[config.mk]
export PLATFORM = sky130hd
export DESIGN_NAME = idx_perm_agu
export DESIGN_NICKNAME = d
export VERILOG_FILES = /design/src/rtl/idx_perm_pkg.sv /design/src/rtl/idx_loop_gen.sv /design/src/rtl/idx_lane_sel.sv /design/src/rtl/idx_perm_agu.sv
export SDC_FILE = /design/constraint.sdc
export NUM_CORES = 1
export LEC_CHECK = 0
export BUFFER_PORTS_ARGS = -buffer_cell sky130_fd_sc_hd__buf_2
export CAP_MARGIN = 20
export CORE_MARGIN = 3
export CORE_UTILIZATION = 30
export DETAILED_ROUTE_END_ITERATION = 8
export PLACE_DENSITY = 0.46
export SLEW_MARGIN = 10
export SYNTH_ARGS = -nofsm -noshare
export SYNTH_HDL_FRONTEND = slang
export SYNTH_SLANG_ARGS = --single-unit
[constraint.sdc]
create_clock -name clk -period 19.09 [get_ports clk]
set_clock_uncertainty 0.1 [all_clocks]
set_input_delay 0.9545 -clock clk [delete_from_list [all_inputs] [get_ports clk]]
set_output_delay 0.9545 -clock clk [all_outputs]
set_load 0.01 [all_outputs]
[src/rtl/idx_perm_pkg.sv]
package idx_perm_pkg;

   localparam int DIM_W  = 6;
   localparam int POS_W  = 12;
   localparam int WORD_W = 64;

   typedef struct packed {
      logic [1:0]       lane_shift;
      logic [3:0]       bias;
      logic             drop_inner;
      logic             flip_y;
      logic             flip_x;
      logic             y_inner;
      logic [DIM_W-1:0] base_half;
      logic [DIM_W-1:0] y_last;
      logic [DIM_W-1:0] x_last;
   } shape_cfg_t;

   function automatic logic shape_is_indexed(input logic [31:0] w);
      return (w[31:30] == 2'b00) && (w[20:19] == 2'b11);
   endfunction

   function automatic shape_cfg_t shape_decode(input logic [31:0] w);
      shape_cfg_t c;
      c.lane_shift = w[29:28];
      c.bias       = w[27:24];
      c.drop_inner = w[23];
      c.flip_y     = w[22];
      c.flip_x     = w[21];
      c.y_inner    = w[18];
      c.base_half  = w[17:12];
      c.y_last     = w[11:6];
      c.x_last     = w[5:0];
      return c;
   endfunction

endpackage

[src/rtl/idx_loop_gen.sv]
module idx_loop_gen
   import idx_perm_pkg::*;
(
   input  logic             clk,
   input  logic             rst_n,
   input  logic             load_i,
   input  logic             step_i,
   input  shape_cfg_t       cfg_i,
   output logic [POS_W-1:0] pos_o
);

   logic [DIM_W-1:0] xc_q, yc_q;
   logic [DIM_W-1:0] xm, ym;
   logic             x_wrap, y_wrap;
   logic [POS_W-1:0] x_len;

   assign x_wrap = (xc_q == cfg_i.x_last);
   assign y_wrap = (yc_q == cfg_i.y_last);

   always_ff @(posedge clk) begin
      if (!rst_n || load_i) begin
         xc_q <= '0;
         yc_q <= '0;
      end else if (step_i) begin
         if (cfg_i.y_inner) begin
            yc_q <= y_wrap ? '0 : yc_q + 1'b1;
            if (y_wrap) xc_q <= x_wrap ? '0 : xc_q + 1'b1;
         end else begin
            xc_q <= x_wrap ? '0 : xc_q + 1'b1;
            if (x_wrap) yc_q <= y_wrap ? '0 : yc_q + 1'b1;
         end
      end
   end

   assign xm    = cfg_i.flip_x ? (cfg_i.x_last - xc_q) : xc_q;
   assign ym    = cfg_i.flip_y ? (cfg_i.y_last - yc_q) : yc_q;
   assign x_len = POS_W'(cfg_i.x_last) + POS_W'(1);

   always_comb begin
      if (cfg_i.drop_inner)
         pos_o = cfg_i.y_inner ? POS_W'(xm) : POS_W'(ym);
      else
         pos_o = POS_W'(xm) + x_len * POS_W'(ym);
   end

endmodule

[src/rtl/idx_lane_sel.sv]
module idx_lane_sel
   import idx_perm_pkg::*;
#(
   parameter int IDX_W = 16
) (
   input  logic [WORD_W-1:0] word_i,
   input  logic [2:0]        lane_i,
   input  logic [1:0]        shift_i,
   input  logic [3:0]        bias_i,
   output logic [IDX_W-1:0]  idx_o
);

   localparam int N32 = WORD_W / 32;
   localparam int N16 = WORD_W / 16;
   localparam int N8  = WORD_W / 8;

   logic [31:0]      w32 [N32];
   logic [15:0]      w16 [N16];
   logic [7:0]       w8  [N8];
   logic [IDX_W-1:0] raw;

   for (genvar g = 0; g < N32; g++) begin : g_l32
      assign w32[g] = word_i[32*g +: 32];
   end
   for (genvar g = 0; g < N16; g++) begin : g_l16
      assign w16[g] = word_i[16*g +: 16];
   end
   for (genvar g = 0; g < N8; g++) begin : g_l8
      assign w8[g] = word_i[8*g +: 8];
   end

   always_comb begin
      case (shift_i)
         2'd0:    raw = IDX_W'(word_i);
         2'd1:    raw = IDX_W'(w32[lane_i[0]]);
         2'd2:    raw = IDX_W'(w16[lane_i[1:0]]);
         default: raw = IDX_W'(w8[lane_i]);
      endcase
   end

   assign idx_o = raw + IDX_W'(bias_i);

endmodule

[src/rtl/idx_perm_agu.sv]
module idx_perm_agu
   import idx_perm_pkg::*;
#(
   parameter int CNT_W  = 7,
   parameter int REG_AW = 7,
   parameter int IDX_W  = 16
) (
   input  logic              clk,
   input  logic              rst_n,
   input  logic              start_i,
   input  logic [31:0]       shape_i,
   input  logic [CNT_W-1:0]  len_i,
   output logic              busy_o,
   output logic              rd_en_o,
   output logic [REG_AW-1:0] rd_addr_o,
   input  logic [63:0]       rd_data_i,
   output logic              out_valid_o,
   input  logic              out_ready_i,
   output logic [IDX_W-1:0]  idx_o
);

   if (REG_AW < DIM_W + 1) begin : g_bad_aw
      $error("REG_AW must hold the doubled base field");
   end
   if (IDX_W < 8 || IDX_W > WORD_W) begin : g_bad_idx
      $error("IDX_W out of range");
   end
   if (CNT_W < 1) begin : g_bad_cnt
      $error("CNT_W must be positive");
   end

   shape_cfg_t        cfg_q;
   logic              busy_q, valid_q;
   logic [CNT_W-1:0]  left_q;
   logic [REG_AW-1:0] held_addr_q;
   logic [2:0]        held_lane_q;

   logic              accept, stall, adv;
   logic [POS_W-1:0]  pos;
   logic [REG_AW-1:0] cur_addr;
   logic [2:0]        cur_lane;

   assign accept = start_i && !busy_q && !valid_q && shape_is_indexed(shape_i)
                   && (len_i != '0);
   assign stall  = valid_q && !out_ready_i;
   assign adv    = busy_q && !stall;

   idx_loop_gen u_loop (
      .clk    (clk),
      .rst_n  (rst_n),
      .load_i (accept),
      .step_i (adv),
      .cfg_i  (cfg_q),
      .pos_o  (pos)
   );

   assign cur_addr = REG_AW'({cfg_q.base_half, 1'b0}) + REG_AW'(pos >> cfg_q.lane_shift);

   always_comb begin
      case (cfg_q.lane_shift)
         2'd0:    cur_lane = 3'd0;
         2'd1:    cur_lane = {2'b00, pos[0]};
         2'd2:    cur_lane = {1'b0, pos[1:0]};
         default: cur_lane = pos[2:0];
      endcase
   end

   always_ff @(posedge clk) begin
      if (!rst_n) begin
         cfg_q       <= '0;
         busy_q      <= 1'b0;
         valid_q     <= 1'b0;
         left_q      <= '0;
         held_addr_q <= '0;
         held_lane_q <= '0;
      end else begin
         if (accept) begin
            cfg_q  <= shape_decode(shape_i);
            busy_q <= 1'b1;
            left_q <= len_i;
         end
         if (adv) begin
            left_q      <= left_q - 1'b1;
            held_addr_q <= cur_addr;
            held_lane_q <= cur_lane;
            if (left_q == CNT_W'(1)) busy_q <= 1'b0;
         end
         if (adv)         valid_q <= 1'b1;
         else if (!stall) valid_q <= 1'b0;
      end
   end

   assign busy_o      = busy_q;
   assign out_valid_o = valid_q;
   assign rd_en_o     = adv || stall;
   assign rd_addr_o   = stall ? held_addr_q : cur_addr;

   idx_lane_sel #(.IDX_W(IDX_W)) u_lane (
      .word_i  (rd_data_i),
      .lane_i  (held_lane_q),
      .shift_i (cfg_q.lane_shift),
      .bias_i  (cfg_q.bias),
      .idx_o   (idx_o)
   );

endmodule

==> qor.yml, run 1 <==
outcome:
  status: "completed"
drt:
  drt_first_pass_iters: 4
  first_iter_violations: 451
  drt-total-wl_microns: 19800
  met3_length_microns: 836
  wl_met2_microns: 9090
  wl_met1_microns: 9670
  drc: 0
  vias: 6052
  ant_nets: 0
  avgRoutedWirePerCell_microns: 16.5
  avgViaCountPerCell: 5.05
  highest_layer: "met4"
yosys:
  ys_ff_latch: 59
  avgSynthCellArea_sq_um: 8.41
  synth_top_flop_cell: "dfxtp_1"
  syn_inst: 808
  synth_seq_area_share_pct: 17.4
  synth_edf_count: 0
  yosysUniqueCellTypes: 72
  netlist.area_leader.share_pct: 17.4
  yosys_warnings: 0
  synth_area_leaders: "dfxtp_1 (17%), mux4_2 (9.9%), ha_1 (8.3%), fa_1 (7.7%), nand2_1 (5.2%)"
  netlist_area_sq_um: 6800
  async_flop_share_pct: 0
  synth_nets: 986
  yosysTopAreaCell: "dfxtp_1"
critical_path:
  cp_data_required_time_ns: 18.04
  cp-start-kind: "flip-flop"
  arrival_ns: 7.71
  endpoint_kind: "output port"
  max_stage_delay_ns: 0.60
  worst-setup-path-type: "flip-flop to output port"
  cp_slowest_cell: "nor3_1"
  cp_max_fo: 6
  critical_path.most_common_cell: "fa_1"
clock_tree:
  clk_path_buf_depth: 2
  cts_tree: "built"
  cts_max_level: 3
  cts_resized: 0
  cts.clk_slew.worst_paths_ns: 0.06
  numClockSinks: 59
  clock_latency_ns: 0.33
  cts-root-buf: "clkbuf_16"
  post_cts.repair.setup_buffers: 0
  cts-buffers-inserted: 9
  hold_buffers: 0
finish:
  num-nets-final: 1091
  final_cell_mix: "buf_2 (132), nand2_1 (94), nor2_1 (84), dfxtp_1 (57), inv_1 (51)"
  seqCellArea_sq_um: 1180
  areaGrowthSynthToFinish_pct: 16.5
  multi_input_area_sq_um: 5180
  num_antenna_cells: 0
  mostFrequentLayoutCell: "buf_2"
  fill_cells: 2323
  drive_above_1_share_pct: 23.7
worst_hold_path:
  hold_path_class: "flip-flop to flip-flop"
power:
  ir_drop_mv: 0.0415
  power_density_nw_per_um2: 42.3
  p_seq_share_pct: 37.8
  p_switching_uw: 91.9
  p_leak_nw: 3.17
  p_comb_share_pct: 16.6
  p_clk_share_pct: 45.5
  p_int_uw: 243
  swShare_pct: 27.4
floorplanning:
  die-area_sq_um: 24500
  ios: 133
  die_w_microns: 157
  core_area_sq_um: 22000
  core.rowCount: 54
  initial_core_util_pct: 30.9
  die_y_microns: 157
timing:
  post-route-period-util_pct: 45.9
  layout_min_cycle_time_ns: 8.76
  finalSetupViolCount: 0
  report.final.slew_viol_count: 0
  rsz0062_at_grt: "no"
  fmax_mhz: 114
  setup_slack_ns: 10.33
  finalHoldViolCount: 0
  worst_pin_slew_ns: 0.918
  maxSlewHeadroom_pct: 38.8
  fin_tns_setup_ns: 0
job:
  cap_viol_max_count: 0
global_route:
  grt_pass1_wl_microns: 32600
  track_usage_pct: 16.5
  grt_pass1_vias: 6086
  gr-total-overflow: 0
  antenna_found_initial: 0
  grt_max_degree: 50
placement:
  place_congestion: 0.812
  dp_hpwl_microns: 15500
  place_ws_ns: 10.71
  port_buffers: 132
-- power groups by stage --
| stage | Clock, mW | Sequential (mW) | Combinational (mW) |
|---|---|---|---|
| after CTS | 0.158 | 0.127 | 0.0562 |
| after global routing | 0.162 | 0.127 | 0.0622 |
| final | 0.153 | 0.127 | 0.0557 |
| after global placement | 0 | 0.130 | 0.0560 |
| after floorplan | 0 | 0.129 | 0.0324 |
| after detailed placement | 0 | 0.130 | 0.0560 |
-- cell type report --
type / count / area share [%]
Multi-Input combinational cell: 649 / 65.4
Tap cell: 280 / 4.43
Sequential cell: 59 / 15.0
Clock buffer: 10 / 3.02
Timing Repair Buffer: 141 / 9.20
Clock inverter: 6 / 0.490
Inverter: 53 / 2.51
-- sequential cells by signal, indices dropped and copies added, names as in the netlist --
signal,flops
cfg_q,28
held_addr_q,7
left_q,7
u_loop.xc_q,6
u_loop.yc_q,6
held_lane_q,3
busy_o,1
out_valid_o,1
-- per-layer routing --
metal,track usage (%),up-vias
li1,-,3094
met4,3.33,0
met2,25.7,114
met1,24.3,2834
met5,0,-
met3,2.57,10
-- critical path, delay by kind of cell, from the launching register on --
kind                       cells  cell delay, ns
AOI/OAI and AO/OA             10            1.48
and+or+nand+nor                6            1.78
xor gates and xnor gates       1            0.09
adders and majority gates      8            3.24
DFF                            1            0.41
buffers and inverters          5            0.35
-- cells in the mapped netlist (5+ instances only) --
cell type  number
a21o_1          6
xor2_1         11
or2_2           6
o21ai_1         5
a221oi_1        5
nor2_1         84
inv_1          51
o22ai_1        11
o32a_1          5
a21oi_1        37
mux2_2         10
o21a_1          9
nand3_1        19
dfxtp_1        59
buf_6           5
xnor2_1        35
nand2b_1       14
o221ai_1        5
nand4_1         7
or3_1          11
a211oi_1       16
fa_1           26
mux4_2         30
nand2_1        94
a31oi_1         7
clkbuf_1       29
o21ai_0        15
ha_1           45
nor3_1          6
mux2i_1        18
o211ai_1        5
nor2b_1        22
a21boi_0       39
-- stage by stage --
stage / hold slack (ns) / util (%) / instances / instance area [sq um] / power, mW
after floorplan: 0.333 / - / 808 / 6800 / 0.161
after global placement: 0.346 / 34.7 / 1182 / 7640 / 0.186
after detailed placement: 0.353 / 34.7 / 1182 / 7640 / 0.185
after CTS: 0.360 / 35.9 / 1198 / 7920 / 0.341
after global routing: 0.395 / 35.9 / 1198 / 7920 / 0.351
final: 0.361 / 35.9 / 1198 / 7920 / 0.335
-- kinds of logic after synthesis --
logic type / Yosys count / share of synthesized area [%]
AND/OR/NAND/NOR: 283 / 19.7
AO/OA/AOI/OAI: 189 / 19.6
buffers and inverters: 100 / 6.55
adder cells (fa/ha/maj): 71 / 15.9
multiplexers: 59 / 14.6
flip-flops: 59 / 17.4
XOR/XNOR: 47 / 6.26
-- worst paths after layout --
check | start | to | slack [ns] | cells after the start
hold reg to reg | held_addr_q[0] | held_addr_q[0] | 0.36 | 2
setup reg to reg | u_loop.yc_q[0] | held_addr_q[6] | 11.71 | 29
hold / removal | held_addr_q[0] | held_addr_q[0] | 0.36 | 2
setup / recovery | u_loop.yc_q[0] | rd_addr_o[6] | 10.33 | 30
Note: power is estimated with default switching activity, not from simulation.
==> run 2, diff against run 1 <==
Settings changed: PLACE_DENSITY 0.46 to 0.47.
Clock period 19.09 ns to 8 ns, I/O delays scaled along.
==> qor.yml, run 2 (same netlist as run 1, synthesis figures left out) <==
outcome:
  status: "completed"  # unchanged
global_route:
  grt_pass1_vias: 6078  # was 6086
  gr-total-overflow: 0  # unchanged
  track_usage_pct: 16.6  # was 16.5%
  use_met2_pct: 25.3  # was 25.7%
  grt_pass1_wl_microns: 32700  # was 32600 microns
  grt_max_degree: 50  # unchanged
  busiest_layer: "met2"  # unchanged
  antenna_found_initial: 1  # was 0
  met3_usage_pct: 2.30  # was 2.57%
  use_met1_pct: 24.4  # was 24.3%
clock_tree:
  cts-buffers-inserted: 9  # unchanged
  clock_latency_ns: 0.34  # was 0.33 ns
  clk_path_buf_depth: 2  # unchanged
  cts.clk_slew.worst_paths_ns: 0.06  # about the same
  hold_buffers: 0  # unchanged
  numClockSinks: 59  # unchanged
  cts_max_level: 3  # unchanged
  cts-root-buf: "clkbuf_16"  # unchanged
  cts_tree: "built"  # unchanged
critical_path:
  max_stage_delay_ns: 0.55  # was 0.60 ns
  critPathTopFamily: "adder cells"  # unchanged
  cp_data_required_time_ns: 7.50  # was 18.04 ns
  r2r_cells: 30  # was 29
  rr_startpoint: "u_loop.yc_q[1]"  # was u_loop.yc_q[0]
  cp_max_fo: 5  # was 6
  regToRegEndpoint: "held_addr_q[6]"  # unchanged
  endpoint_kind: "output port"  # unchanged
  cp_slowest_cell: "fa_1"  # was nor3_1
  regToRegSetupSlack_ns: 1.16  # was 11.71 ns
  cp-start-kind: "flip-flop"  # unchanged
  arrival_ns: 7.18  # was 7.71 ns
  worst-path-buf-inv: 5  # unchanged
  worst-setup-path-type: "flip-flop to output port"  # unchanged
drt:
  avgRoutedWirePerCell_microns: 16.5  # about the same
  ant_nets: 0  # unchanged
  vias: 6137  # was 6052
  first_iter_violations: 264  # was 451
  avgViaCountPerCell: 5.07  # was 5.05
  drt-total-wl_microns: 20000  # was 19800 microns
  drc: 0  # unchanged
  drt_first_pass_iters: 4  # unchanged
floorplanning:
  core_area_sq_um: 22000  # unchanged
  die_w_microns: 157  # unchanged
  ios: 133  # unchanged
  die-area_sq_um: 24500  # unchanged
  core.rowCount: 54  # unchanged
  die_y_microns: 157  # unchanged
  initial_core_util_pct: 30.9  # unchanged
timing:
  layout_min_cycle_time_ns: 7.68
  maxSlewHeadroom_pct: 39.1  # was 38.8%
  report.final.slew_viol_count: 0  # unchanged
  post-route-period-util_pct: 96.0
  finalSetupViolCount: 0  # unchanged
  fmax_mhz: 130
  worst_pin_slew_ns: 0.913  # was 0.918 ns
  finalHoldViolCount: 0  # unchanged
placement:
  port_buffers: 132  # unchanged
  placed_area_sq_um: 7690  # was 7640 sq um
  dp_hpwl_microns: 15800  # was 15500 microns
  place_congestion: 0.820  # was 0.812
job:
  cap_viol_max_count: 0  # unchanged
finish:
  fin_area_sq_um: 8110  # was 7920 sq um
  drive_above_1_share_pct: 25.7  # was 23.7%
  num-nets-final: 1102  # was 1091
  regMostFlops: "cfg_q"  # unchanged
  mostFrequentLayoutCell: "buf_2"  # unchanged
  reg.largest.list: "cfg_q (28), held_addr_q (7), left_q (7)"  # unchanged
  fin_util_pct: 36.8  # was 35.9%
  final_cell_mix: "buf_2 (132), nand2_1 (94), nor2_1 (84), dfxtp_1 (55), inv_1 (51)"  # was buf_2 (132), nand2_1 (94), nor2_1 (84), dfxtp_1 (57), inv_1 (51)
  areaGrowthSynthToFinish_pct: 19.3  # was 16.5%
  fill_cells: 2385  # was 2323
  largest_reg_flops: 28  # unchanged
power:
  p_leak_nw: 3.26  # was 3.17 nW
  ir_drop_mv: 0.133  # was 0.0415 mV
  finalPower_uw: 869  # was 335 uW
  power_density_nw_per_um2: 107  # was 42.3 nW/um^2
worst_hold_path:
  worstHoldStart: "shape_i[5]"  # was held_addr_q[0]
  whs_endpoint: "cfg_q[5]"  # was held_addr_q[0]
  hold_depth: 3  # was 2
  hold_path_class: "input port to flip-flop"  # was flip-flop to flip-flop
## run 2: where the power goes
| group | switching, mW | leakage [nW] | internal, mW |
|---|---|---|---|
| Sequential | 0.00452 | 0.479 | 0.298 |
| Clock | 0.144 | 0.159 | 0.289 |
| Combinational | 0.0677 | 2.62 | 0.0665 |
## run 2: worst max path at each step
| stage | from | to | slack (ns) | cells past startpoint |
|---|---|---|---|---|
| 2_1_floorplan | u_loop.yc_q[1] | rd_addr_o[6] | 0.72 | 30 |
| 3_3_place_gp | u_loop.yc_q[1] | rd_addr_o[6] | 0.28 | 31 |
| 3_5_place_dp | u_loop.yc_q[1] | rd_addr_o[6] | 0.25 | 31 |
| 4_1_cts | u_loop.yc_q[1] | rd_addr_o[6] | 0.006 | 30 |
| 5_1_grt | u_loop.yc_q[1] | rd_addr_o[6] | -0.005 | 31 |
| 6_report | u_loop.yc_q[1] | rd_addr_o[6] | 0.32 | 31 |
## run 2: layout make-up
cell class | instances | area (sq um) | share of cell area (%)
diodes | 1 | 2.50 | 0.0309
clock buffers | 12 | 256 | 3.16
clock inverters | 4 | 72.6 | 0.895
inverters | 53 | 199 | 2.45
multi-input cells | 649 | 5230 | 64.5
flip-flops and latches | 59 | 1190 | 14.7
well taps | 280 | 350 | 4.32
repair buffers | 152 | 811 | 10.0
## run 2: repair_timing
action,in CTS,in global routing
setup buffers,2,2
pin swaps,1,11
endpoints found under the setup margin,1,2
resized for setup,1,13
## run 2: layer usage
layer,part of all wire (%),vias up
li1,-,3117
met1,49,2893
met2,45,105
met3,3.8,22
met4,2.0,0
met5,0,-
## run 2: worst reg2reg max path, delay by kind of cell (launching register included)
kind,cells,cell delay (ns)
adders and majority gates,7,2.89
xor gates and xnor gates,2,0.23
and+or+nand+nor,5,1.17
AOI/OAI and AO/OA,12,1.75
buffers and inverters,4,0.24
DFF,1,0.36
## run 2: metrics by stage
stage	setup TNS, ns	setup slack [ns]	hold WS (ns)	cells
floorplan	0	0.721	0.333	808
global placement	0	0.275	0.347	1189
detailed placement	0	0.254	0.357	1189
CTS	0	0.00607	0.195	1207
global route	-0.00497	-0.00497	0.213	1210
finish	0	0.324	0.207	1210
==> run 3, diff against run 2 <==
Settings changed: CTS_BUF_LIST set to sky130_fd_sc_hd__clkbuf_4.
==> qor.yml, run 3 (same netlist as run 1, synthesis figures left out) <==
outcome:
  status: "completed"  # unchanged
finish:
  regMostFlops: "cfg_q"  # unchanged
  fin_area_sq_um: 8030  # was 8110 sq um
  largest_reg_flops: 28  # unchanged
  reg.largest.list: "cfg_q (28), held_addr_q (7), left_q (7)"  # unchanged
  num-nets-final: 1108  # was 1102
  drive_above_1_share_pct: 27.2  # was 25.7%
  final_cell_mix: "buf_2 (132), nand2_1 (94), nor2_1 (84), dfxtp_1 (53), inv_1 (50)"  # was buf_2 (132), nand2_1 (94), nor2_1 (84), dfxtp_1 (55), inv_1 (51)
  areaGrowthSynthToFinish_pct: 18.1  # was 19.3%
  mostFrequentLayoutCell: "buf_2"  # unchanged
clock_tree:
  cts-buffers-inserted: 9  # unchanged
  cts_max_level: 3  # unchanged
  clk_path_buf_depth: 2  # unchanged
  clock_latency_ns: 0.44  # was 0.34 ns
  cts-root-buf: "clkbuf_4"  # was clkbuf_16
  cts.clk_slew.worst_paths_ns: 0.11  # was 0.06 ns
  numClockSinks: 59  # unchanged
  cts_tree: "built"  # unchanged
  hold_buffers: 0  # unchanged
floorplanning:
  core_area_sq_um: 22000  # unchanged
  core.rowCount: 54  # unchanged
  initial_core_util_pct: 30.9  # unchanged
  die_y_microns: 157  # unchanged
  die-area_sq_um: 24500  # unchanged
  ios: 133  # unchanged
  die_w_microns: 157  # unchanged
power:
  p_seq_share_pct: 44.1  # was 34.8%
  swShare_pct: 28.2  # was 24.8%
  p_clk_share_pct: 36.2  # was 49.8%
  p_leak_nw: 3.21  # was 3.26 nW
  p_comb_share_pct: 19.7  # was 15.4%
  p_switching_uw: 193  # was 216 uW
  ir_drop_mv: 0.0736  # was 0.133 mV
  power_density_nw_per_um2: 85.2  # was 107 nW/um^2
  p_int_uw: 491  # was 653 uW
global_route:
  gr-total-overflow: 0  # unchanged
  grt_pass1_wl_microns: 32700  # about the same
  grt_max_degree: 50  # unchanged
  track_usage_pct: 16.6  # about the same
  grt_pass1_vias: 6099  # was 6078
  antenna_found_initial: 1  # unchanged
critical_path:
  max_stage_delay_ns: 0.53  # was 0.55 ns
  regToRegEndpoint: "held_addr_q[6]"  # unchanged
  setup.worst_path.end: "rd_addr_o[6]"  # unchanged
  cp-start-kind: "flip-flop"  # unchanged
  cp_data_required_time_ns: 7.50  # about the same
  cp_slowest_cell: "fa_1"  # unchanged
  worstSetupStartpoint: "u_loop.yc_q[1]"  # unchanged
  regToRegSetupSlack_ns: 1.27  # was 1.16 ns
  endpoint_kind: "output port"  # unchanged
  cp_max_fo: 5  # unchanged
  r2r_cells: 30  # unchanged
  critical_path.most_common_cell: "fa_1"
  rr_startpoint: "u_loop.yc_q[1]"  # unchanged
  worst-setup-path-type: "flip-flop to output port"  # unchanged
  arrival_ns: 7.17  # was 7.18 ns
timing:
  finalSetupViolCount: 0  # unchanged
  finalHoldViolCount: 0  # unchanged
  whs_ns: 0.0940  # was 0.207 ns
  worst_pin_slew_ns: 0.905  # was 0.913 ns
  fmax_mhz: 130  # about the same
  layout_min_cycle_time_ns: 7.67  # was 7.68 ns
  maxSlewHeadroom_pct: 39.7  # was 39.1%
  report.final.slew_viol_count: 0  # unchanged
  post-route-period-util_pct: 95.9  # was 96.0%
job:
  cap_viol_max_count: 0  # unchanged
drt:
  vias: 6157  # was 6137
  avgViaCountPerCell: 5.06  # was 5.07
  avgRoutedWirePerCell_microns: 16.5  # about the same
  first_iter_violations: 311  # was 264
  drc: 0  # unchanged
  ant_nets: 0  # unchanged
  drt-total-wl_microns: 20100  # was 20000 microns
  drt_first_pass_iters: 5  # was 4
placement:
  dp_hpwl_microns: 15800  # unchanged
  port_buffers: 132  # unchanged
  placed_area_sq_um: 7690  # unchanged
  place_congestion: 0.820  # unchanged
worst_hold_path:
  hold_path_class: "input port to flip-flop"  # unchanged
  hold_depth: 3  # unchanged
==> run 3: cell count changes in the layout (fill, tap and decap cells not counted), moves of 2 or more <==
cell and delta:
clkbuf_4 +10, clkbuf_16 -9, clkbuf_8 -2, buf_4 +6
dfxtp_1 -2, ha_1 -3, clkinv_1 +2, ha_4 +2
==> run 3: area by class of cell <==
class | instances | area, sq um
Clock buffer | 10 | 75.1
Multi-Input combinational cell | 649 | 5270
Antenna cell | 1 | 2.50
Timing Repair Buffer | 158 | 856
Inverter | 53 | 201
Clock inverter | 6 | 80.1
Sequential cell | 59 | 1190
Tap cell | 280 | 350
Fill cell | 2402 | 14000
==> run 3: critical path: cells and delay by family, from the launching register on <==
kind / cells / cell delay [ns]
AOI/OAI and AO/OA: 12 / 1.76
xor gates and xnor gates: 2 / 0.23
adders and majority gates: 7 / 2.76
buffers and inverters: 5 / 0.38
DFF: 1 / 0.40
and+or+nand+nor: 5 / 1.19
==> run 3: power groups by stage <==
| stage | sequential (mW) | combinational (mW) | clock, mW |
|---|---|---|---|
| final | 0.302 | 0.135 | 0.248 |
| after detailed placement | 0.309 | 0.134 | 0 |
| after floorplan | 0.307 | 0.0773 | 0 |
| after global placement | 0.309 | 0.134 | 0 |
| after global routing | 0.302 | 0.151 | 0.272 |
| after CTS | 0.302 | 0.135 | 0.258 |
==> run 3: worst min-delay path by stage <==
stage / from / end
after floorplan: held_addr_q[0] / held_addr_q[0]
after global placement: held_addr_q[0] / held_addr_q[0]
after detailed placement: held_addr_q[0] / held_addr_q[0]
after CTS: shape_i[5] / cfg_q[5]
after global routing: shape_i[8] / cfg_q[8]
final: shape_i[5] / cfg_q[5]
==> run 3: repair_timing <==
| item | 4_1_cts | 5_1_grt |
|---|---|---|
| setup buffers | 7 | 3 |
| resized for setup | 6 | 20 |
| endpoints found under the setup margin | 1 | 2 |
| hold endpoints to repair | 0 | 0 |
| pin swaps | 2 | 15 |
==> run 3: through the flow <==
step / utilization [%] / instances / setup TNS, ns / worst slack, ns / power (mW)
3_3_place_gp: 34.9 / 1189 / 0 / 0.275 / 0.443
3_5_place_dp: 34.9 / 1189 / 0 / 0.254 / 0.443
4_1_cts: 35.9 / 1212 / 0 / 0.0320 / 0.696
2_1_floorplan: - / 808 / 0 / 0.721 / 0.384
5_1_grt: 36.4 / 1216 / -0.0469 / -0.0469 / 0.726
6_report: 36.4 / 1216 / 0 / 0.327 / 0.684
==> run 3: routing by layer <==
layer | track usage [%] | share of wire [%] | up-vias | wire length, microns
met4 | 4.13 | 1.4 | 0 | 284
met2 | 25.8 | 47 | 105 | 9350
li1 | - | - | 3130 | -
met1 | 24.3 | 49 | 2902 | 9750
met5 | 0 | 0 | - | 0
met3 | 2.24 | 3.3 | 20 | 671
